`src/rtl/spinlock_pkg.sv`:
```
package spinlock_pkg;

  typedef enum logic [1:0] {
    MEM_READ  = 2'd0,
    MEM_XCHG  = 2'd1,
    MEM_WRITE = 2'd2
  } memOp_e;

  // strobes from control to datapath
  typedef struct packed {
    logic captureAddr;
    logic loadWait;
    logic tickWait;
    logic growGap;
    logic clearGap;
  } lockStrobe_t;

endpackage

```
`src/rtl/spin_lock_dpath.sv`:
```
module spin_lock_dpath
  import spinlock_pkg::*;
#(
  parameter int AW = 8,
  parameter int DW = 32,
  parameter int MAX_BACKOFF = 1024
) (
  input  logic          clk,
  input  logic          rstN,
  input  lockStrobe_t   strobe,
  input  memOp_e        curOp,
  input  logic [AW-1:0] lockAddr,
  input  logic [DW-1:0] memRspData,
  output logic [AW-1:0] memAddr,
  output logic [DW-1:0] memWdata,
  output logic          rspIsZero,
  output logic          waitDone
);

  localparam int CW = $clog2(MAX_BACKOFF + 1);
  localparam logic [CW:0] MAX_W = (CW + 1)'(MAX_BACKOFF);

  logic [AW-1:0] addrReg;
  logic [CW-1:0] gapReg;
  logic [CW-1:0] waitCnt;
  logic [CW:0]   gapDouble;
  logic [CW-1:0] gapNext;

  assign gapDouble = {gapReg, 1'b0};
  assign gapNext   = (gapDouble > MAX_W) ? MAX_W[CW-1:0] : gapDouble[CW-1:0];

  always_ff @(posedge clk or negedge rstN) begin
    if (!rstN) begin
      addrReg <= '0;
      gapReg  <= CW'(1);
      waitCnt <= CW'(1);
    end else begin
      if (strobe.captureAddr) addrReg <= lockAddr;
      if (strobe.clearGap)     gapReg <= CW'(1);
      else if (strobe.growGap) gapReg <= gapNext;
      if (strobe.loadWait)      waitCnt <= gapReg;
      else if (strobe.tickWait) waitCnt <= waitCnt - CW'(1);
    end
  end

  assign memAddr   = addrReg;
  assign memWdata  = (curOp == MEM_XCHG) ? DW'(1) : '0;
  assign rspIsZero = (memRspData == '0);
  assign waitDone  = (waitCnt == CW'(1));

endmodule

```
`src/rtl/spin_lock_ctrl.sv`:
```
module spin_lock_ctrl
  import spinlock_pkg::*;
(
  input  logic        clk,
  input  logic        rstN,
  input  logic        acqReq,
  input  logic        relReq,
  input  logic        memReqReady,
  input  logic        memRspValid,
  input  logic        rspIsZero,
  input  logic        waitDone,
  output logic        memReqValid,
  output memOp_e      curOp,
  output lockStrobe_t strobe,
  output logic        granted,
  output logic        busy,
  output logic        relError
);

  typedef enum logic [3:0] {
    ST_IDLE, ST_POLL_REQ, ST_POLL_WAIT, ST_XCHG_REQ, ST_XCHG_WAIT,
    ST_BACKOFF, ST_HELD, ST_REL_REQ, ST_REL_WAIT
  } lockState_e;

  lockState_e state, stateNext;
  logic       relErrReg;

  always_comb begin
    stateNext   = state;
    memReqValid = 1'b0;
    curOp       = MEM_READ;
    strobe      = '0;
    unique case (state)
      ST_IDLE: if (acqReq) begin
        strobe.captureAddr = 1'b1;
        stateNext = ST_POLL_REQ;
      end
      ST_POLL_REQ: begin
        memReqValid = 1'b1;
        if (memReqReady) stateNext = ST_POLL_WAIT;
      end
      ST_POLL_WAIT: if (memRspValid) begin
        if (rspIsZero) stateNext = ST_XCHG_REQ;
        else begin
          strobe.loadWait = 1'b1;
          strobe.growGap  = 1'b1;
          stateNext = ST_BACKOFF;
        end
      end
      ST_XCHG_REQ: begin
        memReqValid = 1'b1;
        curOp = MEM_XCHG;
        if (memReqReady) stateNext = ST_XCHG_WAIT;
      end
      ST_XCHG_WAIT: if (memRspValid) begin
        if (rspIsZero) begin
          strobe.clearGap = 1'b1;
          stateNext = ST_HELD;
        end else begin
          strobe.loadWait = 1'b1;
          strobe.growGap  = 1'b1;
          stateNext = ST_BACKOFF;
        end
      end
      ST_BACKOFF: begin
        strobe.tickWait = 1'b1;
        if (waitDone) stateNext = ST_POLL_REQ;
      end
      ST_HELD: if (relReq) stateNext = ST_REL_REQ;
      ST_REL_REQ: begin
        memReqValid = 1'b1;
        curOp = MEM_WRITE;
        if (memReqReady) stateNext = ST_REL_WAIT;
      end
      ST_REL_WAIT: if (memRspValid) stateNext = ST_IDLE;
      default: stateNext = ST_IDLE;
    endcase
  end

  always_ff @(posedge clk or negedge rstN) begin
    if (!rstN) begin
      state     <= ST_IDLE;
      relErrReg <= 1'b0;
    end else begin
      state     <= stateNext;
      relErrReg <= relReq && (state != ST_HELD);
    end
  end

  assign granted  = (state == ST_HELD);
  assign busy     = (state != ST_IDLE) && (state != ST_HELD);
  assign relError = relErrReg;

endmodule

```
`src/rtl/spin_lock_engine.sv`:
```
module spin_lock_engine
  import spinlock_pkg::*;
#(
  parameter int AW = 8,
  parameter int DW = 32,
  parameter int MAX_BACKOFF = 1024
) (
  input  logic          clk,
  input  logic          rstN,
  input  logic [AW-1:0] lockAddr,
  input  logic          acqReq,
  input  logic          relReq,
  output logic          granted,
  output logic          busy,
  output logic          relError,
  output logic          memReqValid,
  input  logic          memReqReady,
  output logic [1:0]    memOp,
  output logic [AW-1:0] memAddr,
  output logic [DW-1:0] memWdata,
  input  logic          memRspValid,
  input  logic [DW-1:0] memRspData
);

  lockStrobe_t strobe;
  memOp_e      curOp;
  logic        rspIsZero;
  logic        waitDone;

  spin_lock_ctrl ctrlI (
    .clk(clk), .rstN(rstN), .acqReq(acqReq), .relReq(relReq),
    .memReqReady(memReqReady), .memRspValid(memRspValid),
    .rspIsZero(rspIsZero), .waitDone(waitDone),
    .memReqValid(memReqValid), .curOp(curOp), .strobe(strobe),
    .granted(granted), .busy(busy), .relError(relError)
  );

  spin_lock_dpath #(.AW(AW), .DW(DW), .MAX_BACKOFF(MAX_BACKOFF)) dpathI (
    .clk(clk), .rstN(rstN), .strobe(strobe), .curOp(curOp),
    .lockAddr(lockAddr), .memRspData(memRspData),
    .memAddr(memAddr), .memWdata(memWdata),
    .rspIsZero(rspIsZero), .waitDone(waitDone)
  );

  assign memOp = curOp;

endmodule

```
`config.mk`:
```
export PLATFORM = sky130hd
export DESIGN_NAME = spin_lock_engine
export DESIGN_NICKNAME = d
export VERILOG_FILES = /design/src/rtl/spinlock_pkg.sv /design/src/rtl/spin_lock_dpath.sv /design/src/rtl/spin_lock_ctrl.sv /design/src/rtl/spin_lock_engine.sv
export SDC_FILE = /design/constraint.sdc
export NUM_CORES = 1
export LEC_CHECK = 0
export BUFFER_PORTS_ARGS = -buffer_cell sky130_fd_sc_hd__buf_4
export CORE_MARGIN = 2
export CORE_UTILIZATION = 29
export CTS_CLUSTER_DIAMETER = 120
export DETAILED_ROUTE_END_ITERATION = 16
export GPL_TIMING_DRIVEN = 1
export MAX_ROUTING_LAYER = met4
export PLACE_DENSITY = 0.57
export SLEW_MARGIN = 20
export SYNTH_ARGS = -nofsm -noshare
export SYNTH_HDL_FRONTEND = slang
export SYNTH_SLANG_ARGS = --single-unit
```
`constraint.sdc`:
```
create_clock -name clk -period 3 [get_ports clk]
set_input_delay 0.15 -clock clk [delete_from_list [all_inputs] [get_ports clk]]
set_output_delay 0.15 -clock clk [all_outputs]
set_load 0.05 [all_outputs]
```
Word-level counts from Yosys, hierarchy flattened

Index checks and enable logic that the tools add are counted.

Flip-flop bits (word level): 35
Bits of input ports: 46
Output and inout bits: 46

$add $sub $neg: 1
Magnitude comparators: 1
Eq/ne operators: 20
Multiplexer cells: 30
Reductions and logical operators: 10

Operators with widths:

| cell                  | number |
|---|---|
| $mux 11               | 5 |
| $mux 4                | 9 |
| $pmux 4 s9            | 1 |
| $logic_not 32->1      | 1 |
| $eq 4x3->1 const B    | 4 |
| $ne 2x2->1 const B    | 8 |
| $gt 12x11->1 const B  | 1 |
| $eq 11x1->1 const B   | 1 |
| $sub 11x1->11 const B | 1 |
| $mux 1                | 10 |
| $reduce_and 9->1      | 1 |
| $eq 4x2->1 const B    | 2 |
| $eq 4x1->1 const B    | 1 |
| $eq 4x4->1 const B    | 1 |
| $logic_not 4->1       | 1 |
| $mux 2                | 2 |
| $ne 4x3->1 const B    | 1 |
| $pmux 2 s2            | 1 |
| $reduce_bool 2->1     | 2 |
| $reduce_bool 4->1     | 1 |
| $mux 3                | 1 |
| $reduce_or 3->1       | 1 |
| $eq 2x1->1 const B    | 1 |
| $logic_and 1x1->1     | 2 |
| 3 further kinds       | 3 |

Depth between registers and ports, before layout

Gate-level depths: netlist (run 1).

Depth after elaboration: 6
Gate-level depth with buffers: 7
Mapped depth without buffers: 6

Modules after synthesis

A second synthesis (run 1) with hierarchy kept.

Cells, all modules: 223
Area total of the unflattened synthesis: 2138.3 um^2

Modules (own cells, without submodules):

| module          | instances | cells each | area an instance (um^2) | seq. area each (um^2) |
|---|---|---|---|---|
| spin_lock_dpath | 1         | 171        | 1682.9                  | 753.2 |
| spin_lock_ctrl  | 1         | 52         | 455.4                   | 125.1 |

Worst setup path after synthesis (run 1)

OpenSTA, ideal clock, no wires.

Kind: register to register
Start point: register ctrlI.state[3]
End point: register ctrlI.relErrReg, in the netlist ctrlI.relError
Library setup time: 0.181 ns
Arrival: 1.925 ns
Setup slack: 0.894 ns
Stages on the path, launching flop included: 5
Path buffers: 1
Clock period less this slack: 2.106 ns
Path through: dfrtp_1 > clkbuf_4 > nand2b_1 > nor3_1 > nor2b_1

Longest elaborated chain between the ends: 2

RTL lines:

| item                   | RTL line             | text |
|---|---|---|
| from (decl)            | spin_lock_ctrl.sv:25 | `lockState_e state, stateNext;` |
| from (signal assigned) | spin_lock_ctrl.sv:85 | `state <= stateNext;` |
| $ne 4x3->1             | spin_lock_ctrl.sv:86 | `relErrReg <= relReq && (state != ST_HELD);` |
| $logic_and 1x1->1      | spin_lock_ctrl.sv:86 |  |
| to (signal assigned)   | spin_lock_ctrl.sv:86 |  |
| to (decl)              | spin_lock_ctrl.sv:26 | `logic relErrReg;` |

Every way passes these cells.
A chain may end at the register's enable or synchronous reset.

Final worst setup path (run 1)

Start point: register ctrlI.state[2]
End point: register dpathI.waitCnt[2]

Longest elaborated chain between the ends: 4
Elaborated cells on any way between the ends: 8

RTL lines:

| item                                         | RTL line              | text |
|---|---|---|
| $eq 4x2->1 or $eq 4x3->1 (tied branches)     | spin_lock_ctrl.sv:33  | `unique case (state)` |
| $reduce_or 2->1 (no line)                    | n/a                   |  |
| $mux 1                                       | n/a                   |  |
| $mux 11 or $reduce_bool 2->1 (tied branches) | n/a                   |  |
| to (signal assigned)                         | spin_lock_dpath.sv:41 | `if (strobe.loadWait) waitCnt <= gapReg;` |
| to (signal assigned)                         | spin_lock_dpath.sv:42 | `else if (strobe.tickWait) waitCnt <= waitCnt - CW'(1);` |
| to (decl)                                    | spin_lock_dpath.sv:25 | `logic [CW-1:0] waitCnt;` |

Parallel ways exist; a longest one is shown, timed or not.

==> metrics.txt, run 1 <==
Worst-path clk slew about 0.07 ns; PwrDens 903 mW/mm2; cell count after synthesis 218; die width a little over 90 um; setup violators final 0; fin crit share 71.3%; r2r worst-path depth 4; Worst-Skew Late Latency about 0.28 ns; Finished Layout Cells roughly 380; H-tree levels 2; initial antenna violation count 0; Post-CTS Hold Fix Bufs 1; post-synthesis async set-or-reset flop share between 90% and 100%; Post-CTS Setup Bufs 0; Seq/Total Area, Yosys 39.9%; crit end category register; worst r2r src ctrlI.state[2]; worst min-delay path class input pin to register; Detailed Route WL between 4000 and 5000 um; post-DP HPWL 3600 um; relative slew slack around 55%; crit path cell chain xor2_2, o2111a_1, mux2i_1, a221o_1; DR DRC count 0; Max Root-Sink Buffers 2; worst slack at placement 0.865 ns; Slowest-stage cell, CP dfrtp_1; GRT Total Usage 11.8%; Placed Area around 0.0026 mm2; RSZ-0062 raised after global routing no; root buffer cell clkbuf_8; worst hold stages 2; status complete, no violations; Yosys warnings 0; vias in the first global route 1689; synthesized cell area between 0.002 and 0.0025 mm2; WP data arrival roughly 2.3 ns; Setup CP Type register to register; fin crit period approximately 2.1 ns; worst vdd ir 0.220 mV; Worst-Margin Slew roughly 0.67 ns; fin area approximately 0.0026 mm2; Layout Nets between 300 and 400; Largest stage delay, worst path between 0.6 and 0.7 ns; total grt overflow 0; # port buffers 60; Antenna Nets Post-Route 0; Min-Delay Endpoint dpathI.memAddr[4]; share of layout cells above drive strength 1 a little under a third; IO Count 92; Netlist cell types 54; Area Overhead vs Synth 20.2%; Vias/cell between 4 and 5; CTS tree done; Ant. Diodes 0; Final Max Tran Viols 0; Core Box Area 0.00729 mm2; Die Y 91.1 um; die area a little over 0.008 mm2; Post-Syn Area per Cell 10.1 um2; TNS Setup 0 ns; R2R Path End dpathI.waitCnt[2]; R2R setup slack ~0.86 ns; Post-synth EDFFs 0; Synth Register Bits 35; post-CTS sizing 0; f_max 468 MHz; total power 2.39 mW; TritonRoute pass-1 iters 4; final worst setup slack approximately 0.86 ns; crit path max fanout 19; first-pass GRT wire length approximately 7900 um; CP Launch Type register; Main synth FF type dfrtp_1; CTS Buf Count 5; hold_sp lockAddr[4]; clk sinks 35; cell count after placement ~370; Routed wire per std cell 13.0 um; Max Cap Viol 0; DR iter-0 viols between 100 and 150; routability cong. 0.855; Initial Utilization roughly 30%; Max Clock Skew 0.00679 ns; final hold viol count 0; Leakage about 1.2 nW; pin count of the biggest net entering global routing 36; Worst EP required between 3 and 4 ns; vias about 1800; FP Rows 31
-- per-layer routing --
metal	vias up	share of wire, %	GRT usage [%]
met5	-	0	-
met4	0	1.3	3.66
met3	6	7.6	3.40
met2	64	47	18.6
met1	853	44	14.7
li1	872	-	-
-- metrics by stage --
stage               utilization (%)  hold WS (ns)
floorplan                         -        -0.146
global placement               35.0         0.134
detailed placement             35.0         0.140
CTS                            36.3        0.0883
global route                   36.3        0.0891
finish                         36.3        0.0945
-- how the worst max path moves through the flow --
| stage | startpoint | end | slack [ns] | depth (start not counted) |
|---|---|---|---|---|
| after CTS | ctrlI.state[2] | dpathI.waitCnt[2] | 0.85 | 4 |
| after floorplan | ctrlI.state[3] | ctrlI.relError | 0.89 | 4 |
| final | ctrlI.state[2] | dpathI.waitCnt[2] | 0.86 | 4 |
| after global routing | ctrlI.state[2] | dpathI.waitCnt[4] | 0.67 | 4 |
| after detailed placement | ctrlI.state[2] | dpathI.waitCnt[4] | 0.86 | 4 |
| after global placement | ctrlI.state[2] | dpathI.waitCnt[2] | 0.93 | 4 |
-- power by group --
part           switching, mW  leakage, nW  internal, mW  total (mW)
Sequential             0.165        0.450         0.610       0.775
Clock                  0.166       0.0422         0.163       0.329
Combinational          0.827        0.722         0.457        1.28
Total                   1.16         1.21          1.23        2.39
-- cell type report --
| class | count | area, um2 |
|---|---|---|
| clock buffer | 7 | 76.3 |
| clock inverter | 1 | 5.00 |
| fill | 773 | 4650 |
| inverter | 5 | 18.8 |
| multi-input combinational | 167 | 1070 |
| sequential | 35 | 878 |
| tap | 99 | 124 |
| timing repair buffer | 62 | 468 |
-- kinds of logic after synthesis --
logic type                 count (synthesis)  synth area share [%]
and+or+nand+nor                           73                  18.1
AOI/OAI and AO/OA                         50                  18.6
buffers and inverters                     46                  16.4
DFF                                       35                  39.9
muxes                                     10                  5.00
adders and majority gates                  2                  1.14
other                                      1                 0.170
xor gates and xnor gates                   1                 0.739
-- state kept, by name, summed over array words and instances (netlist names) --
name / flops
ctrlI.relError: 1
ctrlI.state: 4
dpathI.gapReg: 11
dpathI.memAddr: 8
dpathI.waitCnt: 11
-- cells in the mapped netlist (all sizes together) (2+ instances only) --
library cell  number  area (um2)
a211oi             2        20.0
a21oi              5        25.0
a221o              5        50.1
a22o              10        87.6
a22oi              2        15.0
a41oi              2        36.3
buf               36         289
clkbuf             5        52.6
dfrtp             33         826
dfstp              2        52.6
ha                 2        25.0
inv                5        18.8
mux2               8        90.1
mux2i              2        20.0
nand2             13        48.8
nand2b             2        15.0
nand3              8        40.0
nand4              3        18.8
nor2              18        67.6
nor3               8        51.3
nor3b              2        15.0
nor4              10        62.6
o211ai             2        15.0
o21ai              9        45.0
o31ai              2        15.0
-- cell usage in the layout (no fill, tap or decap), drive strengths merged, types with 3 or more instances in the layout --
cell type  instances
buf               61
dfrtp             33
conb              31
nor2              18
nand2             13
nor4              10
a22o              10
o21ai              9
nand3              8
mux2               8
nor3               8
clkbuf             7
inv                5
a21oi              5
a221o              5
nand4              3
-- worst max-delay path: cells and delay by family (launching register included) --
kind	cells	cell delay, ns
flops	1	0.68
compound gates	2	0.96
xor+xnor	1	0.21
mux	1	0.17
No activity file was read; power rests on OpenSTA's default activity.
==> run 2, diff against run 1 <==
Clock period 3 ns to 2.07 ns, I/O delays scaled along.
==> metrics.txt, run 2 (synthesis gave the netlist of run 1 again) <==
status complete, no violations; routability cong. 0.849; R2R setup slack 0.17 ns; Ant. Diodes 0; Initial Utilization 30.2%; total grt overflow 0; r2r worst-path depth 5; post-CTS sizing 0; worst min-delay path class input pin to register; Die Y 91.1 um; clk sinks 35; Min-Delay Endpoint dpathI.memAddr[4]; # port buffers 60; Worst-path clk slew around 0.070 ns; Post-CTS Setup Bufs 0; post-DP HPWL 3840 um; Final Max Tran Viols 0; Layout Nets ~330; Worst EP required between 2 and 2.5 ns; worst vdd ir approximately 0.34 mV; Core Box Area 0.00729 mm2; die area between 0.008 and 0.009 mm2; Worst-Margin Slew approximately 0.59 ns; RSZ-0062 raised after global routing no; fin area ~0.0027 mm2; die width ~91 um; number of fill cells 749; fin crit period around 1.9 ns; worst r2r src dpathI.waitCnt[7]; CTS tree done; first-pass GRT wire length ~8400 um; Max Root-Sink Buffers 2; Max Cap Viol 0; Setup CP Type register to register; Worst-Skew Late Latency just under 0.3 ns; Area Overhead vs Synth 23.9%; f_max around 530 MHz; crit end category register; CTS Buf Count 5; CP Launch Type register; most frequent cells in the layout buf_4 (70), dfrtp_1 (33), conb_1 (31); WP data arrival 2.08 ns; TritonRoute pass-1 iters 4; vias around 1800; IO Count 92; pin count of the biggest net entering global routing 36; Antenna Nets Post-Route 0; GRT Total Usage between 10% and 20%; R2R Path End ctrlI.state[2]; TNS Setup 0 ns; initial antenna violation count 0; worst hold stages 2; PwrDens ~1300 mW/mm2; Max Clock Skew between 0.009 and 0.01 ns; commonest non-fill, non-tap cell in the layout buf_4; Routed wire per std cell ~13 um; FP Rows 31; crit path max fanout 4; Placed Area roughly 0.0026 mm2; Detailed Route WL 4990 um; Vias/cell about 4.8; share of layout cells above drive strength 1 33.9%; fin crit share about 92%; DR DRC count 0; root buffer cell clkbuf_8; vias in the first global route 1759; hold_sp lockAddr[4]; DR iter-0 viols between 60 and 70; H-tree levels 2; relative slew slack 60.7%; setup violators final 0; final hold viol count 0; Post-CTS Hold Fix Bufs 1; Leakage 1.27 nW
## run 2: cell types whose count changed in the layout (fill, tap and decap cells not counted), sizes merged
cell	previous run	this run
buf	61	70
## run 2: worst max path at each step
stage                     slack [ns]              start  depth (start not counted)                 to
after floorplan                 0.23     ctrlI.state[2]                          3           memOp[0]
after global placement          0.12     memRspData[30]                          6  dpathI.waitCnt[4]
after detailed placement        0.14     memRspData[30]                          6  dpathI.waitCnt[4]
after CTS                       0.17  dpathI.waitCnt[7]                          5     ctrlI.state[2]
after global routing            0.06  dpathI.waitCnt[7]                          5     ctrlI.state[2]
final                           0.17  dpathI.waitCnt[7]                          5     ctrlI.state[2]
## run 2: power breakdown
group	internal (mW)	switching, mW	leakage, nW
Combinational	0.730	1.28	0.768
Sequential	0.885	0.188	0.450
Clock	0.268	0.236	0.0482
## run 2: cell type report
cell class / instances / area (um2) / share of cell area (%)
clock inverter: 1 / 5.00 / 0.183
timing repair buffer: 71 / 536 / 19.6
clock buffer: 7 / 86.3 / 3.17
inverter: 5 / 18.8 / 0.688
multi-input combinational: 167 / 1080 / 39.6
sequential: 35 / 878 / 32.2
tap: 99 / 124 / 4.54
## run 2: layer usage
| layer | vias up | GRT usage, % | wire length (um) |
|---|---|---|---|
| li1 | 887 | - | - |
| met5 | - | - | 0 |
| met1 | 890 | 16.2 | 2280 |
| met4 | 0 | 3.28 | 6 |
| met2 | 55 | 19.4 | 2430 |
| met3 | 2 | 3.57 | 274 |
## run 2: worst max-delay path: stages, from the launching register on
cell      delay [ns]
dfrtp_1         0.40
or4_4           0.57
nor3_4          0.19
a41o_2          0.25
nand2b_2        0.10
a211oi_1        0.29
## run 2: metrics by stage
stage                     power [mW]  worst slack [ns]  util [%]  std cells  hold WS, ns
after detailed placement        3.08             0.136      36.0        376       0.0872
after CTS                       3.60             0.168      37.4        385       0.0383
after global routing            3.82            0.0559      37.4        385       0.0325
final                           3.59             0.168      37.4        385       0.0480
after global placement          3.07             0.116      36.0        376       0.0870
after floorplan                 2.66             0.233         -        248       -0.192
==> run 3, diff against run 2 <==
Settings changed: CELL_PAD_IN_SITES_DETAIL_PLACEMENT from default to 0, CELL_PAD_IN_SITES_GLOBAL_PLACEMENT from default to 1, PLACE_DENSITY 0.57 to 0.71.
==> metrics.txt, run 3 (synthesis gave the netlist of run 1 again) <==
status complete, no violations; Max Clock Skew around 0.008 ns; power share of the clock group 17.2%; crit end category register; Ant. Diodes 0; worst min-delay path class input pin to register; TNS Setup 0 ns; post-DP HPWL roughly 3800 um; Vias/cell approximately 4.6; combinational power share approximately 54%; f_max roughly 530 MHz; Slowest-stage cell, CP dfrtp_1; clk sinks 35; Worst EP required between 2 and 2.5 ns; r2r worst-path depth 6; total power approximately 3.7 mW; crit path cell chain buf_4, or3b_1, a21oi_1, o31ai_1, nand2b_2, a211oi_1; worst slack at placement roughly 0.19 ns; IO Count 92; routability cong. between 0.8 and 0.9; first-pass GRT wire length approximately 8300 um; worst vdd ir ~0.35 mV; Largest stage delay, worst path 0.47 ns; Worst-path clk slew approximately 0.080 ns; vias in the first global route around 1700; FP Rows 31; fin crit share 90.5%; Max Root-Sink Buffers 2; vias between 1500 and 2000; worst hold stages 2; commonest non-fill, non-tap cell in the layout buf_4; final hold viol count 0; H-tree levels 2; Multi-input gate area approximately 0.0011 mm2; total grt overflow 0; R2R Path End ctrlI.state[2]; switching share of power 45.8%; die width ~91 um; Psw approximately 1.7 mW; die area a little over 0.008 mm2; crit path max fanout 10; number of fill cells between 700 and 800; final worst setup slack a little under 0.2 ns; Die Y ~91 um; Routed wire per std cell ~13 um; hold_sp lockAddr[6]; Internal 2.03 mW; CTS Buf Count 5; share of layout cells above drive strength 1 a little over a third; pin count of the biggest net entering global routing 36; PwrDens between 1000 and 1500 mW/mm2; DR iter-0 viols 147; root buffer cell clkbuf_8; Post-CTS Hold Fix Bufs 1; Post-CTS Setup Bufs 0; Antenna Nets Post-Route 0; Leakage 1.29 nW; cell count after placement 378; Area Overhead vs Synth 25.8%; Final Max Tran Viols 0; register share of total power between 20 and 30%; post-CTS sizing 0; worst r2r src ctrlI.state[2]; # port buffers 60; GRT Total Usage between 10 and 15%; Detailed Route WL roughly 5000 um; DR DRC count 0; Setup CP Type register to register; Min-Delay Endpoint dpathI.memAddr[6]; Max Cap Viol 0; setup violators final 0; register area approximately 900 um2; Core Box Area ~0.0073 mm2; Worst-Margin Slew 0.607 ns; RSZ-0062 raised after global routing no; most frequent cells in the layout buf_4 (72), dfrtp_1 (33), conb_1 (31); initial antenna violation count 0; relative slew slack approximately three fifths; Initial Utilization a little under a third; CTS tree done; Layout Nets 335; fin crit period approximately 1.9 ns; R2R setup slack ~0.2 ns; Finished Layout Cells 387; TritonRoute pass-1 iters 4; WP data arrival 2.07 ns; CP Launch Type register; Worst-Skew Late Latency 0.29 ns
[run 3: cell types whose count changed in the layout (fill, tap and decap cells not counted)]
cell | before | now
bufinv_16 | 0 | 1
buf_4 | 70 | 72
clkbuf_1 | 1 | 0
[run 3: power by group through the flow]
| stage | Combinational [mW] | Clock (mW) | Sequential [mW] |
|---|---|---|---|
| global route | 2.21 | 0.694 | 1.09 |
| global placement | 2.03 | 0 | 1.07 |
| finish | 2.03 | 0.643 | 1.06 |
| CTS | 2.05 | 0.660 | 1.06 |
| floorplan | 1.36 | 0 | 1.30 |
| detailed placement | 2.05 | 0 | 1.07 |
[run 3: stage by stage]
stage	hold WS [ns]	cell area [um2]	util [%]
finish	0.0451	2770	38.0
CTS	0.0361	2770	38.0
floorplan	-0.192	2320	-
detailed placement	0.0916	2640	36.2
global route	0.0300	2770	38.0
global placement	0.0915	2640	36.2
[run 3: worst max-delay path: cells and delay by family (launching register included)]
family,cells,cell delay (ns)
and+or+nand+nor,2,0.59
AOI/OAI and AO/OA,3,0.51
DFF,1,0.47
buffers and inverters,1,0.22
[run 3: worst max-delay path by stage]
stage	from	endpoint	slack, ns	cells past startpoint
finish	ctrlI.state[2]	ctrlI.state[2]	0.20	6
floorplan	ctrlI.state[2]	memOp[0]	0.23	3
global route	ctrlI.state[1]	dpathI.gapReg[8]	0.04	4
CTS	ctrlI.state[2]	ctrlI.state[2]	0.17	6
detailed placement	memRspData[29]	dpathI.waitCnt[4]	0.19	6
global placement	memRspData[5]	dpathI.waitCnt[4]	0.19	6
[run 3: area by class of cell]
class	instances	share of cell area (%)
Clock buffer	6	2.98
Clock inverter	2	1.27
Inverter	5	0.678
Multi-Input combinational cell	167	39.0
Sequential cell	35	31.7
Tap cell	99	4.47
Timing Repair Buffer	73	19.9
[run 3: metal layers]
metal | wire [um] | GRT usage, %
met5 | 0 | -
met3 | 338 | 3.15
met1 | 2340 | 17.6
met4 | 14 | 3.28
met2 | 2330 | 18.2
